**src/rtl/lmr_pkg.sv**
```systemverilog
package lmr_pkg;
  typedef enum logic [1:0] {
    DST_NONE   = 2'd0,
    DST_DRAM   = 2'd1,
    DST_PORT   = 2'd2,
    DST_BRIDGE = 2'd3
  } dest_e;

  localparam int WIN_LSB     = 17;  // 128 KB window granularity
  localparam int VIDEO_TAG   = 5;   // A0000h..BFFFFh
  localparam int ROM_TAG     = 6;   // C0000h..DFFFFh
  localparam int SEG_LSB     = 14;  // 16 KB segments
  localparam int ROM_SEGS    = 8;
  localparam int SEG_W       = $clog2(ROM_SEGS);
  localparam int ATTR_W      = 2;
  localparam int ATTR_RD_BIT = 0;
  localparam int ATTR_WR_BIT = 1;
  localparam int ROM_ATTR_W  = ROM_SEGS * ATTR_W;
endpackage

```
**src/rtl/lmr_reset_sync.sv**
```systemverilog
module lmr_reset_sync (
  input  logic clk,
  input  logic rst_n,
  output logic rst_n_sync
);
  logic [1:0] sync_q;

  always_ff @(posedge clk or negedge rst_n) begin
    if (!rst_n) sync_q <= 2'b00;
    else        sync_q <= {sync_q[0], 1'b1};
  end

  assign rst_n_sync = sync_q[1];
endmodule

```
**src/rtl/lmr_lowest_pick.sv**
```systemverilog
module lmr_lowest_pick #(
  parameter int N     = 4,
  parameter int IDX_W = (N > 1) ? $clog2(N) : 1
) (
  input  logic [N-1:0]     req,
  output logic             any,
  output logic [IDX_W-1:0] idx,
  output logic             multi
);
  always_comb begin
    any   = |req;
    idx   = '0;
    for (int i = N - 1; i >= 0; i--) begin
      if (req[i]) idx = IDX_W'(i);
    end
    multi = ($countones(req) > 1);
  end
endmodule

```
**src/rtl/lmr_rom_decode.sv**
```systemverilog
module lmr_rom_decode
  import lmr_pkg::*;
(
  input  logic [SEG_W-1:0]      seg_idx,
  input  logic                  is_write,
  input  logic [ROM_ATTR_W-1:0] rom_attr,
  output logic                  allow
);
  logic [ATTR_W-1:0] seg_attr [ROM_SEGS];
  logic [ATTR_W-1:0] sel_attr;

  for (genvar s = 0; s < ROM_SEGS; s++) begin : g_seg
    assign seg_attr[s] = rom_attr[s*ATTR_W +: ATTR_W];
  end

  assign sel_attr = seg_attr[seg_idx];
  assign allow    = is_write ? sel_attr[ATTR_WR_BIT] : sel_attr[ATTR_RD_BIT];
endmodule

```
**src/rtl/lmr_video_decode.sv**
```systemverilog
module lmr_video_decode
  import lmr_pkg::*;
#(
  parameter int PORT_W = 2
) (
  input  logic              smm_enable,
  input  logic              from_cpu,
  input  logic              smm_mem,
  input  logic              owner_any,
  input  logic [PORT_W-1:0] owner_idx,
  output dest_e             dest,
  output logic [PORT_W-1:0] port
);
  logic smm_to_dram;

  assign smm_to_dram = smm_enable & from_cpu & smm_mem;

  always_comb begin
    dest = DST_BRIDGE;
    port = '0;
    if (smm_to_dram) begin
      dest = DST_DRAM;
    end else if (owner_any) begin
      dest = DST_PORT;
      port = owner_idx;
    end
  end
endmodule

```
**src/rtl/lowmem_router.sv**
```systemverilog
module lowmem_router
  import lmr_pkg::*;
#(
  parameter int N_PORTS = 4,
  parameter int ADDR_W  = 32,
  localparam int PORT_W = (N_PORTS > 1) ? $clog2(N_PORTS) : 1
) (
  input  logic                  clk,
  input  logic                  rst_n,
  input  logic                  req_valid,
  input  logic [ADDR_W-1:0]     req_addr,
  input  logic                  req_write,
  input  logic                  req_from_cpu,
  input  logic                  req_smm_mem,
  input  logic [N_PORTS-1:0]    vga_en,
  input  logic                  smm_enable,
  input  logic [ROM_ATTR_W-1:0] rom_attr,
  output logic                  rsp_valid,
  output logic [1:0]            rsp_dest,
  output logic [PORT_W-1:0]     rsp_port,
  output logic                  rsp_cacheable,
  output logic                  rsp_hit,
  output logic                  rsp_misroute
);
  localparam int HI_W = ADDR_W - WIN_LSB;

  logic              rst_n_int;
  logic [HI_W-1:0]   win_tag;
  logic              in_video, in_rom;
  logic              owner_any, owner_multi;
  logic [PORT_W-1:0] owner_idx;
  dest_e             vid_dest;
  logic [PORT_W-1:0] vid_port;
  logic              rom_allow;

  dest_e             nxt_dest;
  logic [PORT_W-1:0] nxt_port;
  logic              nxt_cache, nxt_hit;

  dest_e             dest_q;
  logic [PORT_W-1:0] port_q;
  logic              valid_q, cache_q, hit_q, mis_q;

  lmr_reset_sync u_rst (
    .clk        (clk),
    .rst_n      (rst_n),
    .rst_n_sync (rst_n_int)
  );

  assign win_tag  = req_addr[ADDR_W-1:WIN_LSB];
  assign in_video = (win_tag == HI_W'(VIDEO_TAG));
  assign in_rom   = (win_tag == HI_W'(ROM_TAG));

  lmr_lowest_pick #(.N(N_PORTS), .IDX_W(PORT_W)) u_pick (
    .req   (vga_en),
    .any   (owner_any),
    .idx   (owner_idx),
    .multi (owner_multi)
  );

  lmr_video_decode #(.PORT_W(PORT_W)) u_video (
    .smm_enable (smm_enable),
    .from_cpu   (req_from_cpu),
    .smm_mem    (req_smm_mem),
    .owner_any  (owner_any),
    .owner_idx  (owner_idx),
    .dest       (vid_dest),
    .port       (vid_port)
  );

  lmr_rom_decode u_rom (
    .seg_idx  (req_addr[SEG_LSB +: SEG_W]),
    .is_write (req_write),
    .rom_attr (rom_attr),
    .allow    (rom_allow)
  );

  // next-state selection
  always_comb begin
    nxt_dest  = DST_NONE;
    nxt_port  = '0;
    nxt_cache = 1'b0;
    nxt_hit   = 1'b0;
    if (in_video) begin
      nxt_dest = vid_dest;
      nxt_port = vid_port;
      nxt_hit  = 1'b1;
    end else if (in_rom && rom_allow) begin
      nxt_dest  = DST_DRAM;
      nxt_cache = 1'b1;
      nxt_hit   = 1'b1;
    end
  end

  // response registers, loaded on request strobe
  always_ff @(posedge clk or negedge rst_n_int) begin
    if (!rst_n_int) begin
      valid_q <= 1'b0;
      dest_q  <= DST_NONE;
      port_q  <= '0;
      cache_q <= 1'b0;
      hit_q   <= 1'b0;
      mis_q   <= 1'b0;
    end else begin
      valid_q <= req_valid;
      if (req_valid) begin
        dest_q  <= nxt_dest;
        port_q  <= nxt_port;
        cache_q <= nxt_cache;
        hit_q   <= nxt_hit;
        mis_q   <= owner_multi;
      end
    end
  end

  assign rsp_valid     = valid_q;
  assign rsp_dest      = dest_q;
  assign rsp_port      = port_q;
  assign rsp_cacheable = cache_q;
  assign rsp_hit       = hit_q;
  assign rsp_misroute  = mis_q;
endmodule

```
**config.mk**
```make
export PLATFORM = sky130hd
export DESIGN_NAME = lowmem_router
export DESIGN_NICKNAME = d
export VERILOG_FILES = /design/src/rtl/lmr_pkg.sv /design/src/rtl/lmr_reset_sync.sv /design/src/rtl/lmr_lowest_pick.sv /design/src/rtl/lmr_rom_decode.sv /design/src/rtl/lmr_video_decode.sv /design/src/rtl/lowmem_router.sv
export SDC_FILE = /design/constraint.sdc
export NUM_CORES = 1
export LEC_CHECK = 0
export BUFFER_PORTS_ARGS = -buffer_cell sky130_fd_sc_hd__buf_2
export CORE_MARGIN = 1
export CORE_UTILIZATION = 36
export CTS_CLUSTER_SIZE = 25
export DETAILED_ROUTE_END_ITERATION = 12
export PLACE_DENSITY = 0.78
export SLEW_MARGIN = 25
export SYNTH_ARGS = -nofsm -noshare
export SYNTH_HDL_FRONTEND = slang
export SYNTH_SLANG_ARGS = --single-unit
```
**constraint.sdc**
```tcl
create_clock -name clk -period 0.8 [get_ports clk]
set_input_delay 0.08 -clock clk [delete_from_list [all_inputs] [get_ports clk]]
set_output_delay 0.08 -clock clk [all_outputs]
set_load 0.02 [all_outputs]
```
# Word-level counts from Yosys, hierarchy flattened
# Cells that the tools add are included.
# totals
register_bits,10
output_inout_bits,8
# classes
n_eq_ne,2
n_bitwise,3
reduce_logical,2
addsub,3
order_cmp,2
mux,18
# ops
op,n
adder 32 bit,1
"greater-than comparator 32 x 2 -> 1 bit, second input constant",1
"equality test 15 x 3 -> 1 bit, second input constant",2
2-to-1 mux 2 bit,11
binary-select mux 2 bit (select 3 bit),1
2-to-1 mux 1 bit,6
adder 1 x 1 -> 2 bit,2
"greater-or-equal comparator 4 bit, second input constant",1
inverter 3 -> 4 bit,1
OR reduction 4 bit,1
AND 1 bit,2
logical AND 1 bit,1

# Longest topological paths before layout
# Gate-level depths: netlist of the first run.
# logic_depth
depth_word,8
mapped_depth,6
depth_no_buf,6

# Hierarchy
# A second synthesis of the first run with hierarchy kept.
# hier_totals
cells_unflattened,63
area_unflattened_um2,679.4
# by_module_without_submodules
mod,n_inst,area_per_inst_um2,cells_each
lowmem_router,1,384.1,37
lmr_rom_decode,1,135.1,7
lmr_lowest_pick,1,80.1,12
lmr_reset_sync,1,53.8,3
lmr_video_decode,1,26.3,4

# Worst setup path before layout of the first run
# No wires, ideal clock.
# synth_timing
path_type,input port to flip-flop
start,in vga_en[2]
end,reg mis_q (netlist: rsp_misroute)
path_buffers,0
stages,6
path_slack_ps,-434
t_arrival_ps,1113
required_ps,679
path_cell_list,inv_1 ha_1 and2_1 fa_1 nor2_1 a21oi_1
# synth_via
elab_chain_cells,3
# synth_rtl
element,line_no,source
start: declaration,lowmem_router.sv:15,"input logic [N_PORTS-1:0] vga_en,"
adder 1 x 1 -> 2 bit (not written as such),lmr_lowest_pick.sv:16,multi = ($countones(req) > 1);
adder 32 bit (not written as such),lmr_lowest_pick.sv:16,
greater-than comparator 32 x 2 -> 1 bit,lmr_lowest_pick.sv:16,
end signal: assignment,lowmem_router.sv:111,mis_q <= owner_multi;
end: declaration,lowmem_router.sv:42,"logic valid_q, cache_q, hit_q, mis_q;"
# No other way between the ends.
# A chain may end at the register's enable or synchronous reset.

# Worst setup path after layout of the first run
# layout_timing
start,in req_addr[14]
end,reg cache_q (netlist: rsp_cacheable)
# layout_via
elab_chain_cells,8
# layout_rtl
element,line_no,source
start: declaration,lowmem_router.sv:11,"input logic [ADDR_W-1:0] req_addr,"
inverter 3 -> 4 bit (not written as such),lmr_rom_decode.sv:16,assign sel_attr = seg_attr[seg_idx];
binary-select mux 2 bit (select 3 bit),lmr_rom_decode.sv:16,
2-to-1 mux 2 bit (not written as such) (2 in series),lmr_rom_decode.sv:16,
2-to-1 mux 1 bit,lmr_rom_decode.sv:17,assign allow = is_write ? sel_attr[ATTR_WR_BIT] : sel_attr[ATTR_RD_BIT];
logical AND 1 bit,lowmem_router.sv:88,end else if (in_rom && rom_allow) begin
2-to-1 mux 1 bit,lowmem_router.sv:88,
2-to-1 mux 1 bit,lowmem_router.sv:84,if (in_video) begin
end signal: assignment,lowmem_router.sv:109,cache_q <= nxt_cache;
end: declaration,lowmem_router.sv:42,
# No other way between the ends. The select of a mux whose other input is x is not followed.

==> results.cfg, run 1 <==
[outcome]
run_status = finished, violations left
violations = negative setup slack

[clocking]
cts_made_buffers = 3
clock_tree.htree_level_count = 1
cts.sinks = 10
cts-root-buf = sky130_fd_sc_hd__clkbuf_4
tritoncts = yes
clkSlewWorstSetupHoldPaths_ns = 0.06
insertion_delay_ns = 0.25
ctsLongestPathBuffers = 2

[sta]
worst_slack_ns = -0.2841
min_period_ns = 1.084
worst_hold_slack_ns = 0.02744
slew_violations = 0
hold_viol_final = 0
period_share_pct = 135.5
fmax_achieved_ghz = 0.9224
setup_repair_after_global_routing_missed_its_margin = true
timing.setup.tns_ns = -1.938
setup_viol = 15
fin_skew_ns = 0.0005940

[grt]
globalRouteTotalUtil_pct = 20.21
globalRoute.totalOverflow = 0
grt_first_pass_wirelength_mm = 3.167
initial_antenna_violation_count = 0
largest_net_degree_at_the_start_of_global_routing = 9
number_of_global_route_vias_before_repair = 820

[routing]
first_pass_iters = 3
detailed_route_wire_length_per_cell_um = 12.53
remaining_drc_errors = 0
num_vias = 851
avgViaCountPerCell = 4.891
ant_nets = 0
wirelength_mm = 2.181
drt-initial-drc-count = 7

[placement]
place_area_um2 = 1134
post-place-ws_ns = -0.6021
dp.cells = 163
portBuffers = 52
finalWeightedCongestion = 0.7570
detailed_place_hpwl_mm = 1.615

[cells_and_area]
fraction_of_final_layout_cells_sized_beyond_drive_strength_1_pct = 68.03
areaGrowthSynthToFinish_pct = 92.42
instances_no_fill = 174
final_nets = 214
num_antenna_cells = 0
finish.utilization_pct = 73.65
fillerInstances = 137
fin_area_um2 = 1430

[setup_path]
crit_path_cell_trace = buf_12, buf_6, mux2i_1, a32o_1, nor4_4, buf_4, nor2_1, o2bb2ai_1
crit_start = req_addr[14]
critical_path.n_buffers_inverters = 3
timing.critical_path.from_type = input pin
worstSetupPathType = input pin to register
crit_required_ns = 0.98
endpoint_kind = register
cpMaxStageDelayCell = sky130_fd_sc_hd__a32o_1
crit_arrival_ns = 1.26
regToRegStartpoint = rsp_dest[1]$_DFFE_PN0P_
path_max_fanout = 4
slowest_delay_ns = 0.27
timing.critical_path.max_delay_family = compound AO/OA/AOI/OAI gates

[floorplan]
die_w_um = 47.44
die_h_um = 47.44
site_row_count = 16
design.core.area_um2 = 1942
die_outline_area_um2 = 2250
start_util_pct = 38.27
design.portCount = 67

[pwr]
power_frac_seq_pct = 37.2
max-vdd-ir-drop_mv = 1.175
leakage_nw = 0.6982
fin_total_pwr_mw = 1.451
power_per_cell_area_nw_per_um2 = 1015
clockPowerShare_pct = 30.2
internal_power_mw = 1.075
p_switching_uw = 376.3
power_frac_comb_pct = 32.6
power.switching_fraction_pct = 25.94

[run]
cap_viol_max_count = 0

[synthesis]
synth_top_cells_by_area = sky130_fd_sc_hd__dfrtp_1 (34%), sky130_fd_sc_hd__ha_1 (10%), sky130_fd_sc_hd__mux2i_1 (5.4%)
synth_area_per_cell_um2 = 9.910
yosys_register_bits = 10
post-synth-top-area-cell = sky130_fd_sc_hd__dfrtp_1
synth.lib_cells_used.distinct = 34
synthesis.nets = 141
synth_cells = 75
synthDominantCellAreaShare_pct = 33.67
synth_sequential_area_ratio_pct = 33.67
synth.yosys.warnings = 0
post_synth_instance_area_um2 = 743.2

[hold_path]
hold_path_startpoint = req_valid
holdCritPathClass = input pin to register
## cells in the mapped netlist (all sizes together)
library cell / count
nor3: 2
o2bb2ai: 2
buf: 2
nand3: 2
mux2: 1
nand3b: 1
dfrtp: 10
or2: 1
a32o: 2
a211o: 1
a211oi: 3
nor3b: 1
a21oi: 2
o31ai: 2
nor4: 2
nand2b: 2
o21ai: 3
nor2: 6
nor2b: 3
mux2i: 4
and2: 1
conb: 1
o311ai: 1
inv: 6
ha: 6
and2b: 1
nand2: 4
nor4b: 1
and4: 1
fa: 1
## routing by layer
metal | track usage (%) | wire length (um) | vias to the layer above
li1 | - | - | 415
met1 | 18.01 | 792 | 399
met2 | 44.38 | 1250 | 35
met3 | 2.642 | 132 | 2
met4 | 6.286 | 6 | 0
met5 | 0 | 0 | -
## cell type report
cell class | count | area (um2) | share of cell area [%]
Inverter | 6 | 32.53 | 2.275
Clock buffer | 4 | 36.28 | 2.537
Multi-Input combinational cell | 57 | 554.3 | 38.76
Tap cell | 27 | 33.78 | 2.362
Sequential cell | 10 | 250.2 | 17.50
Timing Repair Buffer | 70 | 523.0 | 36.57
## power by group through the flow
stage / Combinational, mW / Sequential (mW) / Clock, mW
2_1_floorplan: 0.152 / 0.560 / 0
4_1_cts: 0.447 / 0.541 / 0.451
6_report: 0.473 / 0.540 / 0.438
5_1_grt: 0.515 / 0.543 / 0.485
3_3_place_gp: 0.342 / 0.547 / 0
3_5_place_dp: 0.356 / 0.547 / 0
## state kept, by name, summed over array words and instances (netlist names)
| signal | cells |
|---|---|
| rsp_hit | 1 |
| rsp_dest | 2 |
| rsp_port | 2 |
| rsp_cacheable | 1 |
| u_rst.sync_q | 2 |
| rsp_valid | 1 |
| rsp_misroute | 1 |
## logic make-up (layout without fill, tap and decap cells)
family	Yosys count	in the layout	synth area share [%]
other cells	1	1	0.5046
flops	10	10	33.67
fa+ha+maj	7	7	12.79
buf+inv	8	80	5.218
simple gates	28	28	24.41
mux	5	5	6.902
compound gates	16	16	16.50
## worst paths after layout
path / cells after the start / slack (ns) / endpoint
worst max-delay path: 8 / -0.28 / rsp_cacheable$_DFFE_PN0P_
worst min-delay path: 1 / 0.03 / rsp_valid$_DFF_PN0_
worst max register to register: 3 / 0.04 / rsp_dest[1]$_DFFE_PN0P_
worst min register to register: 0 / 0.13 / rsp_misroute$_DFFE_PN0P_
max in group asynchronous: 0 / 0.44 / rsp_dest[1]$_DFFE_PN0P_
min in group asynchronous: 0 / 0.13 / rsp_misroute$_DFFE_PN0P_
## cell usage in the layout (no fill, tap or decap), types with 2 or more instances in the layout
cell type	netlist	routed
sky130_fd_sc_hd__ha_1	6	3
sky130_fd_sc_hd__clkbuf_4	0	3
sky130_fd_sc_hd__ha_4	0	2
sky130_fd_sc_hd__inv_1	6	2
sky130_fd_sc_hd__buf_4	0	15
sky130_fd_sc_hd__o2bb2ai_1	2	2
sky130_fd_sc_hd__nor3_2	0	2
sky130_fd_sc_hd__mux2i_1	4	4
sky130_fd_sc_hd__nor2b_1	3	3
sky130_fd_sc_hd__buf_12	0	2
sky130_fd_sc_hd__o21ai_2	0	2
sky130_fd_sc_hd__a21oi_1	2	2
sky130_fd_sc_hd__nand2_1	4	4
sky130_fd_sc_hd__dfrtp_1	10	10
sky130_fd_sc_hd__buf_6	1	16
sky130_fd_sc_hd__nor4_4	0	2
sky130_fd_sc_hd__inv_4	0	4
sky130_fd_sc_hd__a211oi_2	0	3
sky130_fd_sc_hd__buf_2	1	36
sky130_fd_sc_hd__nor2_1	6	6
## repair_timing
item / 4_1_cts / 5_1_grt
setup buffers: 4 / 2
setup endpoints to repair: 15 / 15
hold buffers: 1 / 0
gates resized for setup: 38 / 7
pin swaps: 10 / 4
endpoints found under the hold margin: 2 / 0
(Power assumes the default switching activity.)
==> run 2, diff against run 1 <==
- CORE_UTILIZATION: 36 -> 35
- SYNTH_HIERARCHICAL: not set -> 1
==> run 2 against run 1 <==
Against the previous run: routed wire length shrank 18%; utilization decreased by 5.1 points; largest power group unchanged; final area down 15%; largest cell class is now non-clock buffers; the flow still finishes with violations (negative setup slack); non-clock buffer count decreased by 4; count of clock-buffer cells in the layout is the same.
==> results.cfg, run 2 <==
[synthesis]
synth_cells = 63
yosys_register_bits = 10
synthDominantCellAreaShare_pct = 36.83
synthesis.nets = 124
synth_area_per_cell_um2 = 10.78
post-synth-top-area-cell = sky130_fd_sc_hd__dfrtp_1
synthTopCellsByCount = sky130_fd_sc_hd__inv_1 (13), sky130_fd_sc_hd__dfrtp_1 (10), sky130_fd_sc_hd__o22ai_1 (6)
synthMostInstantiatedCell = sky130_fd_sc_hd__inv_1
synth_top_cells_by_area = sky130_fd_sc_hd__dfrtp_1 (37%), sky130_fd_sc_hd__mux4_1 (15%), sky130_fd_sc_hd__inv_1 (7.2%)
synth.lib_cells_used.distinct = 26
post_synth_instance_area_um2 = 679.4
synth_sequential_area_ratio_pct = 36.83
dominantRegCellSynth = sky130_fd_sc_hd__dfrtp_1
synth.yosys.warnings = 6
async_flop_share_pct = 100.0
number_of_enable_type_register_cells_in_the_synthesized_netlist = 0

[pwr]
p_switching_uw = 344.1
clockPowerShare_pct = 33.2
power_frac_comb_pct = 28.0
power_per_cell_area_nw_per_um2 = 1141
max-vdd-ir-drop_mv = 0.6634
power.switching_fraction_pct = 24.94
power_frac_seq_pct = 38.8
leakage_nw = 0.6230
internal_power_mw = 1.035

[floorplan]
design.portCount = 67
die_w_um = 46.06
die_outline_area_um2 = 2122
design.core.area_um2 = 1764
site_row_count = 15
die_h_um = 46.06
start_util_pct = 38.51

[setup_path]
r2r.worst_path.cells = 3
timing.critical_path.max_delay_family = multiplexers
worstSetupPathType = input pin to register
endpoint_kind = register
crit_arrival_ns = 1.32
crit_required_ns = 0.95
r2r_setup_slk_ns = 0.02
crit_path_cell_trace = buf_12, mux4_2, mux2i_1, mux2i_1, and3b_1, a21oi_2, o22ai_1
path_common_cell = sky130_fd_sc_hd__mux2i_1
critical_path.n_buffers_inverters = 1
regToRegStartpoint = rsp_port[1]$_DFFE_PN0P_
slowest_delay_ns = 0.48
path_max_fanout = 4
cpMaxStageDelayCell = sky130_fd_sc_hd__mux4_2
timing.critical_path.from_type = input pin
regToRegEndpoint = rsp_port[1]$_DFFE_PN0P_

[routing]
num_vias = 735
avgViaCountPerCell = 4.682
remaining_drc_errors = 0
ant_nets = 0
drt-initial-drc-count = 8
wirelength_mm = 1.782
first_pass_iters = 4
detailed_route_wire_length_per_cell_um = 11.35

[cells_and_area]
areaGrowthSynthToFinish_pct = 77.90
layout.cells.most_common_list = sky130_fd_sc_hd__buf_2 (40), sky130_fd_sc_hd__buf_4 (14), sky130_fd_sc_hd__inv_1 (10), sky130_fd_sc_hd__dfrtp_1 (10), sky130_fd_sc_hd__buf_6 (9)
num_antenna_cells = 0
final_nets = 194
finish.utilization_pct = 68.51
layout.cells.most_common = sky130_fd_sc_hd__buf_2
fraction_of_final_layout_cells_sized_beyond_drive_strength_1_pct = 62.88

[outcome]
run_status = finished, violations left
violations = negative setup slack

[sta]
setup_viol = 12
fin_skew_ns = 0.0004427
fmax_achieved_ghz = 0.8518
setup_repair_after_global_routing_missed_its_margin = true
slew_violations = 0
hold_viol_final = 0
period_share_pct = 146.7
min_period_ns = 1.174
worst_slack_ns = -0.3740

[clocking]
cts-root-buf = sky130_fd_sc_hd__clkbuf_4
clkSlewWorstSetupHoldPaths_ns = 0.07
cts_made_buffers = 3
cts.sinks = 10
insertion_delay_ns = 0.26
ctsLongestPathBuffers = 2
tritoncts = yes
clock_tree.htree_level_count = 1

[grt]
number_of_global_route_vias_before_repair = 707
globalRouteTotalUtil_pct = 18.49
globalRoute.totalOverflow = 0
grt_first_pass_wirelength_mm = 2.766
initial_antenna_violation_count = 0
largest_net_degree_at_the_start_of_global_routing = 9

[placement]
detailed_place_hpwl_mm = 1.382
post-place-ws_ns = -0.7331
portBuffers = 52
finalWeightedCongestion = 0.6991

[run]
cap_viol_max_count = 0

[hold_path]
holdCritPathClass = register to async pin
-- run 2: worst max path at each step --
stage	start	endpoint	slack, ns	cells after the start
CTS	req_addr[14]	rsp_dest[0]$_DFFE_PN0P_	-0.35	7
global route	req_addr[14]	rsp_dest[0]$_DFFE_PN0P_	-0.45	7
detailed placement	req_addr[14]	rsp_dest[0]$_DFFE_PN0P_	-0.73	7
floorplan	req_addr[14]	rsp_dest[0]$_DFFE_PN0P_	-0.46	6
finish	req_addr[14]	rsp_dest[0]$_DFFE_PN0P_	-0.37	7
global placement	req_addr[14]	rsp_dest[0]$_DFFE_PN0P_	-0.68	7
-- run 2: kinds of logic after synthesis --
logic type                 count (synthesis)  share of synthesized area [%]
and+or+nand+nor                           19                          19.71
buffers and inverters                     14                          8.288
DFF                                       10                          36.83
AOI/OAI and AO/OA                          9                          8.287
muxes                                      8                          21.55
adders and majority gates                  2                          4.788
other                                      1                         0.5520
-- run 2: power by group through the flow --
stage                     Combinational [mW]  Sequential (mW)  Clock, mW
final                                  0.386            0.536      0.458
after global routing                   0.419            0.538      0.495
after CTS                              0.371            0.537      0.465
after detailed placement               0.328            0.543          0
after global placement                 0.315            0.543          0
after floorplan                        0.132            0.555          0
-- run 2: what timing repair did --
item                       4_1_cts  5_1_grt
setup endpoints to repair       12       15
hold endpoints to repair         2        0
setup buffers                    1        5
pin swaps                        5        2
gates resized for setup         24        4
hold buffers                     1        0
-- run 2: metal layers --
| layer | wire [um] | GRT usage, % | vias to the layer above |
|---|---|---|---|
| li1 | - | - | 365 |
| met5 | 0 | 0 | - |
| met4 | 12 | 8.235 | 0 |
| met2 | 985 | 33.24 | 42 |
| met3 | 126 | 3.529 | 2 |
| met1 | 657 | 20.88 | 326 |
-- run 2: per-stage QoR --
step	hold slack, ns	cell area, um2	power, mW	TNS, ns	cells
floorplan	-0.2156	675.6	0.6868	-1.321	63
global placement	-0.1351	1012	0.8577	-2.610	146
detailed placement	-0.1323	1012	0.8716	-2.872	146
CTS	0.1177	1147	1.373	-1.604	152
global route	0.1125	1209	1.453	-2.118	157
finish	0.1258	1209	1.380	-1.632	157
-- run 2: area by class of cell --
class,count,area [um2]
Clock buffer,4,36.28
Inverter,13,58.81
Sequential cell,10,250.2
Timing Repair Buffer,66,451.7
Fill cell,139,555.5
Tap cell,25,31.28
Multi-Input combinational cell,39,380.4
